`config.mk`:
```
export PLATFORM = sky130hd
export DESIGN_NAME = kbd_rx_inv
export DESIGN_NICKNAME = d
export VERILOG_FILES = /design/src/rtl/kbd_rx_inv.sv
export SDC_FILE = /design/constraint.sdc
export NUM_CORES = 1
export LEC_CHECK = 0
export ABC_AREA = 1
export BUFFER_PORTS_ARGS = -buffer_cell sky130_fd_sc_hd__buf_2
export CAP_MARGIN = 40
export CORE_MARGIN = 8
export CORE_UTILIZATION = 52
export DETAILED_ROUTE_END_ITERATION = 10
export GPL_ROUTABILITY_DRIVEN = 0
export PLACE_DENSITY = 0.75
export SYNTH_ARGS = -nofsm -noshare
export SYNTH_HDL_FRONTEND = slang
export SYNTH_SLANG_ARGS = --single-unit
```
`constraint.sdc`:
```
create_clock -name clk -period 1.3 [get_ports clk]
set_input_delay 0.13 -clock clk [delete_from_list [all_inputs] [get_ports clk]]
set_output_delay 0.13 -clock clk [all_outputs]
set_load 0.005 [all_outputs]
```
`src/rtl/kbd_rx_inv.sv`:
```
module kbd_rx_inv #(
  parameter int DIV_W = 12,
  parameter int OSR   = 16
) (
  input  logic             clk,
  input  logic             rst_n,
  input  logic [DIV_W-1:0] baud_div,
  input  logic             rx_line,
  output logic [7:0]       rx_byte,
  output logic             rx_valid,
  output logic             frame_err
);
  localparam int SW = $clog2(OSR);
  localparam logic [SW-1:0] MID  = SW'(OSR/2 - 1);
  localparam logic [SW-1:0] LAST = SW'(OSR - 1);

  typedef enum logic [1:0] {S_IDLE, S_START, S_DATA, S_STOP} st_t;

  st_t             state;
  logic [1:0]      sync;
  logic            prev;
  logic [DIV_W-1:0] pcnt;
  logic [SW-1:0]   scnt;
  logic [2:0]      bcnt;
  logic [7:0]      shreg;

  wire line = sync[1];
  wire rise = line & ~prev;
  wire tick = (pcnt == baud_div);

  always_ff @(posedge clk) begin
    if (!rst_n) begin
      sync <= '0;
      prev <= 1'b0;
    end else begin
      sync <= {sync[0], rx_line};
      prev <= line;
    end
  end

  always_ff @(posedge clk) begin
    if (!rst_n || state == S_IDLE || tick) pcnt <= '0;
    else                                  pcnt <= pcnt + 1'b1;
  end

  always_ff @(posedge clk) begin
    if (!rst_n) begin
      state     <= S_IDLE;
      scnt      <= '0;
      bcnt      <= '0;
      shreg     <= '0;
      rx_byte   <= '0;
      rx_valid  <= 1'b0;
      frame_err <= 1'b0;
    end else begin
      rx_valid  <= 1'b0;
      frame_err <= 1'b0;
      case (state)
        S_IDLE: if (rise) begin
          state <= S_START;
          scnt  <= '0;
        end
        S_START: if (tick) begin
          if (scnt == MID) begin
            scnt <= '0;
            bcnt <= '0;
            state <= line ? S_DATA : S_IDLE;
          end else scnt <= scnt + 1'b1;
        end
        S_DATA: if (tick) begin
          if (scnt == LAST) begin
            scnt  <= '0;
            shreg <= {shreg[6:0], line};
            if (bcnt == 3'd7) state <= S_STOP;
            else              bcnt  <= bcnt + 1'b1;
          end else scnt <= scnt + 1'b1;
        end
        S_STOP: if (tick) begin
          if (scnt == LAST) begin
            scnt  <= '0;
            state <= S_IDLE;
            if (!line) begin
              rx_byte  <= shreg;
              rx_valid <= 1'b1;
            end else frame_err <= 1'b1;
          end else scnt <= scnt + 1'b1;
        end
        default: state <= S_IDLE;
      endcase
    end
  end
endmodule

```
## Word level (Yosys, flattened, before mapping)

Index checks and enable logic that the tools add are counted.
W data, S select, Z words.

- Register bits after elaboration: 42
- Input bits: 15
- Output and inout port bits: 10
- Word-level logic and storage cells: 69

- Add/sub/neg operators: 3
- Eq/ne operators: 17
- Muxes and demuxes: 24
- Bitwise gates (word level): 3
- Reductions and logical operators: 12

Operators with widths:

| kind | count |
|---|---|
| $mux W4 | 5 |
| $mux W2 | 9 |
| $ne A2 B2 Y1 const B | 9 |
| $mux W3 | 5 |
| $add A12 B1 Y12 const B | 1 |
| $eq A12 B12 Y1 | 1 |
| $pmux W4 S3 | 1 |
| $pmux W2 S4 | 1 |
| $reduce_and A4 Y1 | 2 |
| $reduce_and A8 Y1 | 1 |
| $pmux W3 S2 | 1 |
| $reduce_and A3 Y1 | 2 |
| $reduce_and A6 Y1 | 1 |
| $add A4 B1 Y4 const B | 1 |
| $eq A2 B2 Y1 const B | 2 |
| $eq A4 B3 Y1 const B | 1 |
| $eq A4 B4 Y1 const B | 1 |
| $add A3 B1 Y3 const B | 1 |
| $eq A3 B3 Y1 const B | 1 |
| $eq A2 B1 Y1 const B | 1 |
| $logic_not A2 Y1 | 1 |
| $logic_or A1 B1 Y1 | 2 |
| $mux W1 | 2 |
| $ne A2 B1 Y1 const B | 1 |
| 5 further kinds | 6 |

## Longest topological paths before layout

Gate-level depths: netlist (run 1).

- Depth after elaboration: 5
- Mapped depth: 11
- Mapped depth without buffers: 11

## Worst setup path before layout (run 1)

OpenSTA, ideal clock, no wires.

- Kind: register -> register
- Start point: register scnt[0]
- End point: register shreg[0]
- Data arrival time: 1313 ps
- Required time: 1168 ps
- Setup slack: -146 ps
- Stages on the path, launching flop included: 8
- Path buffers: 1
- Path through: dfxtp_1 > ha_1 > nand2_1 > nor2_1 > buf_2 > nand3_1 > nand2_1 > a21oi_1

- Word-level cells in the longest chain between the ends: 2

RTL lines:

| element | line | RTL |
|---|---|---|
| start, declared | 23 | `logic [SW-1:0] scnt;` |
| start signal, assigned | 68 | `end else scnt <= scnt + 1'b1;` |
| start signal, assigned | 76 | `end else scnt <= scnt + 1'b1;` |
| start signal, assigned | 86 | `end else scnt <= scnt + 1'b1;` |
| $eq A4 B4 Y1 | 71 | `if (scnt == LAST) begin` |
| $reduce_and A3 Y1 (no source line) | -- |  |
| end signal, assigned | 73 | `shreg <= {shreg[6:0], line};` |
| end, declared | 25 | `logic [7:0] shreg;` |

Every way passes these cells.
A chain may end at the register's enable or synchronous reset.

## Worst setup path after layout (run 1)

- Start point: register pcnt[9]
- End point: register rx_byte[0]

- Word-level cells in the longest chain between the ends: 2

RTL lines:

| element | line | RTL |
|---|---|---|
| start, declared | 22 | `logic [DIV_W-1:0] pcnt;` |
| start signal, assigned | 43 | `else pcnt <= pcnt + 1'b1;` |
| $eq A12 B12 Y1 | 29 | `wire tick = (pcnt == baud_div);` |
| $reduce_and A4 Y1 (no source line) | -- |  |
| end signal, assigned | 83 | `rx_byte <= shreg;` |
| end, declared | 9 | `output logic [7:0] rx_byte,` |

Every way passes these cells.

==> impl_metrics.csv, run 1 <==
group,metric,value,unit
die,rows,23,
sta,hold_violations,0,
global_route,grt_max_degree,15,
route,topRoutingLayerUsed,"met4",
route,wire_per_inst,11.8,um
logic_synthesis,synthCells,308,
sta,skew,0.00825,ns
logic_synthesis,synth_ff_type,"dfxtp_1",
global_route,grt_pass1_wl,8.56,mm
layout,syn2layout_area_growth,37.9,%
route,drc,0,
die,die_area,6310,sq um
route,wl_met1,2.27,mm
cts,clockBufferDepth,2,
worst_setup_path,r2r-end,"rx_byte[0]",
route,met3_length,195,um
power_and_ir_drop,fin_total_pwr,2.99,mW
logic_synthesis,synthArstFlopShare,0,%
sta,maxSlewViolCount,0,
worst_setup_path,cp.required,1.54,ns
logic_synthesis,synth_top_area_share,40.2,%
logic_synthesis,synth_area_leaders,"dfxtp_1 (40%), nand2_1 (15%), nor2_1 (7.7%)",
sta,worst_hold_slack,0.00726,ns
logic_synthesis,synth_warnings,0,
cts,hold_buffers,0,
hold_path,holdPathStages,3,
sta,tightestPinTransition,0.392,ns
worst_setup_path,worstRegToRegCells,12,
die,dieHeight,79.4,um
cts,cts_made_buffers,5,
logic_synthesis,synth-edff-count,0,
hold_path,hold_path_class,"primary input to flip-flop",
placement,hpwl,3.45,mm
global_route,antenna_found_initial,0,
cts,cts_max_level,2,
power_and_ir_drop,power_density,1040,nW/um^2
power_and_ir_drop,leakage,1.36,nW
sta,period_needed,1.47,ns
sta,finalCritPeriodShare,113,%
placement,port_buffers,24,
route,ant_nets,0,
layout,nFillCells,300,
worst_setup_path,crit_path_max_fanout,8,
layout,diodes,0,
worst_setup_path,crit_type,"flip-flop to flip-flop",
sta,fmax,682,MHz
logic_synthesis,yosysTopAreaCell,"dfxtp_1",
logic_synthesis,ys_types,30,
layout,final_area,2880,sq um
route,drt_wl_total,5.03,mm
status,status,"complete, but fails checks",
logic_synthesis,netlist_area,2090,sq um
cts,cts_tree,"built",
hold_path,holdPathEnd,"sync[0]",
route,drt-pass1-iter-count,4,
global_route,grt_pass1_vias,2061,
global_route,gr-total-overflow,0,
logic_synthesis,synth-seq-cells,42,
worst_setup_path,start_kind,"flip-flop",
cts,clk-insertion-delay-late,0.30,ns
worst_setup_path,arrival,1.70,ns
logic_synthesis,synth_nets,327,
die,initial_core_util,53.0,%
logic_synthesis,avgSynthCellArea,6.79,sq um
cts,cts.clk_slew.worst_paths,0.09,ns
layout,drive_gt1_share,37.5,%
route,first_iter_violations,108,
power_and_ir_drop,ir_drop,0.631,mV
route,via_per_inst,4.90,
sta,rsz0062_at_grt,"true",
logic_synthesis,ys_seq_area_share,40.2,%
job,drv_cap,0,
cts,cts_sinks,42,
worst_setup_path,r2r_start,"pcnt[9]",
worst_setup_path,endpoint_kind,"flip-flop",
hold_path,worstHoldStart,"rx_line",
status,violations,"setup timing",
worst_setup_path,rrSetupSlack,-0.17,ns
sta,setup_ws,-0.166,ns
route,vias,2088,
route,wl_met2,2.49,mm
placement,place_area,2580,sq um
sta,setup_tns,-3.97,ns
layout,final_nets,394,
die,core_area,3940,sq um
sta,relSlewSlack,73.8,%
global_route,grtUsageTotal,16.6,%
die,io_pins,25,
sta,setup_viol,39,
die,die_x,79.4,um
cts,cts-root-buf,"clkbuf_8",
area by class of cell:
type | instances | area [sq um] | share of cell area [%]
clock inverter | 2 | 37.5 | 1.30
multi-input combinational | 214 | 1210 | 42.0
timing repair buffer | 67 | 472 | 16.4
sequential | 42 | 860 | 29.8
clock buffer | 6 | 72.6 | 2.52
tap | 50 | 62.6 | 2.17
inverter | 45 | 169 | 5.86
power by group:
| group | switching, mW | internal (mW) | total, mW |
|---|---|---|---|
| Clock | 0.472 | 0.574 | 1.05 |
| Sequential | 0.0332 | 1.34 | 1.37 |
| Combinational | 0.323 | 0.250 | 0.573 |
Yosys cell counts (2+ instances only):
cell type  instances
inv_2              4
nand2_1           86
nor3_1             3
inv_1             41
nand3_1           16
nor2_2             2
buf_2              2
nor2_1            43
nor2_4             2
clkbuf_1           2
buf_4              2
xor2_1             3
dfxtp_1           42
o21ai_0            8
or2_2              2
nor3b_1            2
nand4_1           10
a21oi_1           19
xnor2_1            5
ha_1               4
worst max path at each step:
stage,from,to,depth (start not counted)
6_report,pcnt[9],rx_byte[0],12
4_1_cts,pcnt[0],rx_byte[2],12
5_1_grt,pcnt[9],rx_byte[0],12
2_1_floorplan,pcnt[5],rx_byte[0],11
3_5_place_dp,pcnt[4],rx_byte[0],9
3_3_place_gp,pcnt[1],rx_byte[3],11
cells by family after synthesis:
logic type / count (synthesis) / synth area share (%)
DFF: 42 / 40.2
xor gates and xnor gates: 8 / 3.35
and+or+nand+nor: 172 / 36.6
buffers and inverters: 53 / 10.4
adders and majority gates: 4 / 2.39
AOI/OAI and AO/OA: 29 / 7.12
worst max-delay path, stage by stage, from the launching register on:
cell     delay [ns]
dfxtp_2        0.34
inv_2          0.06
nand2_1        0.06
nand2_1        0.06
nand2_1        0.06
nor2_2         0.13
nand2_2        0.09
nor2_4         0.10
buf_12         0.13
nand3_4        0.13
nand2_2        0.09
nand2_1        0.05
nor2_1         0.11
cells in the final DEF, fill, tap and decap left out, drive strengths merged:
cell	Yosys	layout
a21oi	19	19
nor3b	2	2
nand3	17	17
ha	4	4
o21ai	8	8
o22ai	1	1
or3	1	1
xor2	3	3
clkinvlp	0	1
xnor2	5	5
nand2	87	87
nor4	1	1
nor3	4	4
nand4	11	12
nor2	47	47
a211oi	1	1
dfxtp	42	42
inv	45	45
bufinv	0	1
buf	6	67
or2	2	2
clkbuf	2	6
stage by stage:
stage	utilization, %	std cells	setup slack (ns)
2_1_floorplan	-	308	-0.0446
3_3_place_gp	65.3	413	-0.206
3_5_place_dp	65.3	413	-0.273
4_1_cts	71.0	425	-0.172
5_1_grt	73.1	426	-0.276
6_report	73.1	426	-0.166
sequential cells by signal, summed over array words and instances, names as in the netlist, named ones only:
name,cells
pcnt,12
rx_byte,8
shreg,8
scnt,4
bcnt,3
sync,2
frame_err,1
prev,1
rx_valid,1
state,1
metal layers:
metal / up-vias / global-route usage [%]
li1: 1102 / -
met1: 936 / 18.8
met2: 43 / 29.6
met3: 7 / 3.83
met4: 0 / 6.11
met5: - / 0
what timing repair did:
action | CTS | global route
endpoints found under the setup margin | 39 | 39
pin swaps | 26 | 20
setup buffers | 3 | 1
gates cloned | 1 | 0
gates resized for setup | 17 | 24
No activity file was read; power rests on OpenSTA's default activity.
==> run 2: changes to the inputs <==
==> constraint.sdc (replaced) <==
create_clock -name clk -period 1.3 [get_ports clk]
set_input_delay 0.26 -clock clk [delete_from_list [all_inputs] [get_ports clk]]
set_output_delay 0.26 -clock clk [all_outputs]
set_load 0.005 [all_outputs]
==> impl_metrics.csv, run 2 (synthesized netlist as in run 1, its figures left out) <==
group,metric,value,unit
status,status,"complete, but fails checks",
status,violations,"setup timing",
cts,cts_max_level,2,
layout,syn2layout_area_growth,40.8,%
die,initial_core_util,53.0,%
hold_path,hold_path_class,"primary input to flip-flop",
sta,tightestPinTransition,0.434,ns
cts,cts_tree,"built",
cts,cts.clk_slew.worst_paths,0.09,ns
placement,port_buffers,24,
route,vias,2145,
route,wl_met1,2.23,mm
global_route,antenna_found_initial,0,
cts,clockBufferDepth,2,
placement,place_area,2580,sq um
layout,final_nets,397,
worst_setup_path,start_kind,"flip-flop",
worst_setup_path,crit_path_max_fanout,8,
layout,reg_top3,"pcnt: 12 flops, rx_byte: 8 flops, shreg: 8 flops",
layout,layout_common_cells,"nand2_1 (69), buf_4 (41), inv_1 (34), nor2_1 (34), dfxtp_1 (27)",
layout,largest_reg_flops,12,
die,die_x,79.4,um
global_route,gr-total-overflow,0,
route,topRoutingLayerUsed,"met4",
route,wire_per_inst,12.4,um
layout,layout_commonest_cell,"nand2_1",
cts,clk-insertion-delay-late,0.31,ns
sta,finalCritPeriodShare,119,%
sta,hold_violations,0,
worst_setup_path,rrSetupSlack,-0.24,ns
route,met3_length,244,um
layout,diodes,0,
placement,hpwl,3.47,mm
route,wl_met2,2.79,mm
route,drt_wl_total,5.33,mm
placement,dp.cells,414,
worst_setup_path,crit_path_top_delay_cell,"dfxtp_4",
layout,final_area,2940,sq um
global_route,grt_pass1_vias,2090,
cts,cts_sinks,42,
worst_setup_path,endpoint_kind,"flip-flop",
global_route,grt_max_degree,16,
route,first_iter_violations,128,
global_route,grt_pass1_wl,8.83,mm
die,die_area,6310,sq um
power_and_ir_drop,power_density,988,nW/um^2
route,ant_nets,0,
sta,skew,0.00892,ns
worst_setup_path,cp.required,1.54,ns
sta,maxSlewViolCount,0,
sta,setup_viol,38,
sta,setup_ws,-0.243,ns
sta,fmax,648,MHz
layout,regMostFlops,"pcnt",
worst_setup_path,path_cells,"inv_2 -> nand2_2 -> nand2_2 -> nand2_2 -> nor2_4 -> nand2_2 -> nor2_4 -> buf_12 -> buf_8 -> nand4_1 -> a21oi_1",
die,dieHeight,79.4,um
worst_setup_path,max_stage_delay,0.36,ns
layout,drive_gt1_share,40.6,%
route,drt-pass1-iter-count,5,
layout,fin_cells,429,
global_route,grtUsageTotal,17.2,%
worst_setup_path,crit_type,"flip-flop to flip-flop",
sta,period_needed,1.54,ns
route,drc,0,
cts,cts-root-buf,"clkbuf_8",
sta,rsz0062_at_grt,"true",
sta,relSlewSlack,70.8,%
worst_setup_path,arrival,1.78,ns
die,rows,23,
power_and_ir_drop,ir_drop,0.740,mV
cts,cts_made_buffers,5,
power_and_ir_drop,leakage,1.38,nW
job,drv_cap,0,
die,core_area,3940,sq um
worst_setup_path,cp_common_cell,"nand2_2",
die,io_pins,25,
route,via_per_inst,5.00,
## run 2: final timing paths
path,end,start,cells past startpoint
setup / recovery,shreg[7],pcnt[5],11
hold reg to reg,sync[1],sync[0],2
setup reg to reg,shreg[7],pcnt[5],11
hold / removal,sync[0],rx_line,3
## run 2: power breakdown
| part | switching [mW] | total [mW] | internal, mW |
|---|---|---|---|
| sequential | 0.0400 | 1.38 | 1.34 |
| combinational | 0.347 | 0.632 | 0.284 |
| clock | 0.517 | 0.902 | 0.385 |
## run 2: layer usage
| layer | GRT usage [%] | vias to the layer above |
|---|---|---|
| li1 | - | 1111 |
| met1 | 18.8 | 978 |
| met2 | 30.3 | 49 |
| met3 | 5.18 | 7 |
| met4 | 6.85 | 0 |
| met5 | 0 | - |
## run 2: layout make-up
cell class / instances / area, sq um
tap: 50 / 62.6
inverter: 45 / 169
multi-input combinational: 214 / 1250
timing repair buffer: 70 / 505
fill: 285 / 998
clock inverter: 3 / 23.8
sequential: 42 / 865
clock buffer: 5 / 68.8
## run 2: timing repair
item | in CTS | in global routing
resized for setup | 31 | 28
setup endpoints to repair | 39 | 39
gates cloned | 1 | 0
setup buffers | 4 | 2
hold buffers | 0 | 0
pin swaps | 27 | 19
## run 2: metrics by stage
| stage | setup slack, ns | hold slack (ns) | utilization (%) | total power [mW] | TNS (ns) |
|---|---|---|---|---|---|
| after floorplan | -0.0446 | 0.358 | - | 1.70 | -0.411 |
| after global placement | -0.237 | 0.397 | 65.5 | 1.92 | -6.40 |
| after detailed placement | -0.309 | 0.395 | 65.5 | 1.93 | -8.45 |
| after CTS | -0.185 | 0.128 | 72.3 | 2.86 | -4.63 |
| after global routing | -0.325 | 0.127 | 74.7 | 3.04 | -10.44 |
| final | -0.243 | 0.125 | 74.7 | 2.91 | -6.93 |
## run 2: critical path, delay by kind of cell, from the launching register on
kind / cells / cell delay [ns]
buffers and inverters: 3 / 0.32
AOI/OAI and AO/OA: 1 / 0.18
and+or+nand+nor: 7 / 0.61
DFF: 1 / 0.36
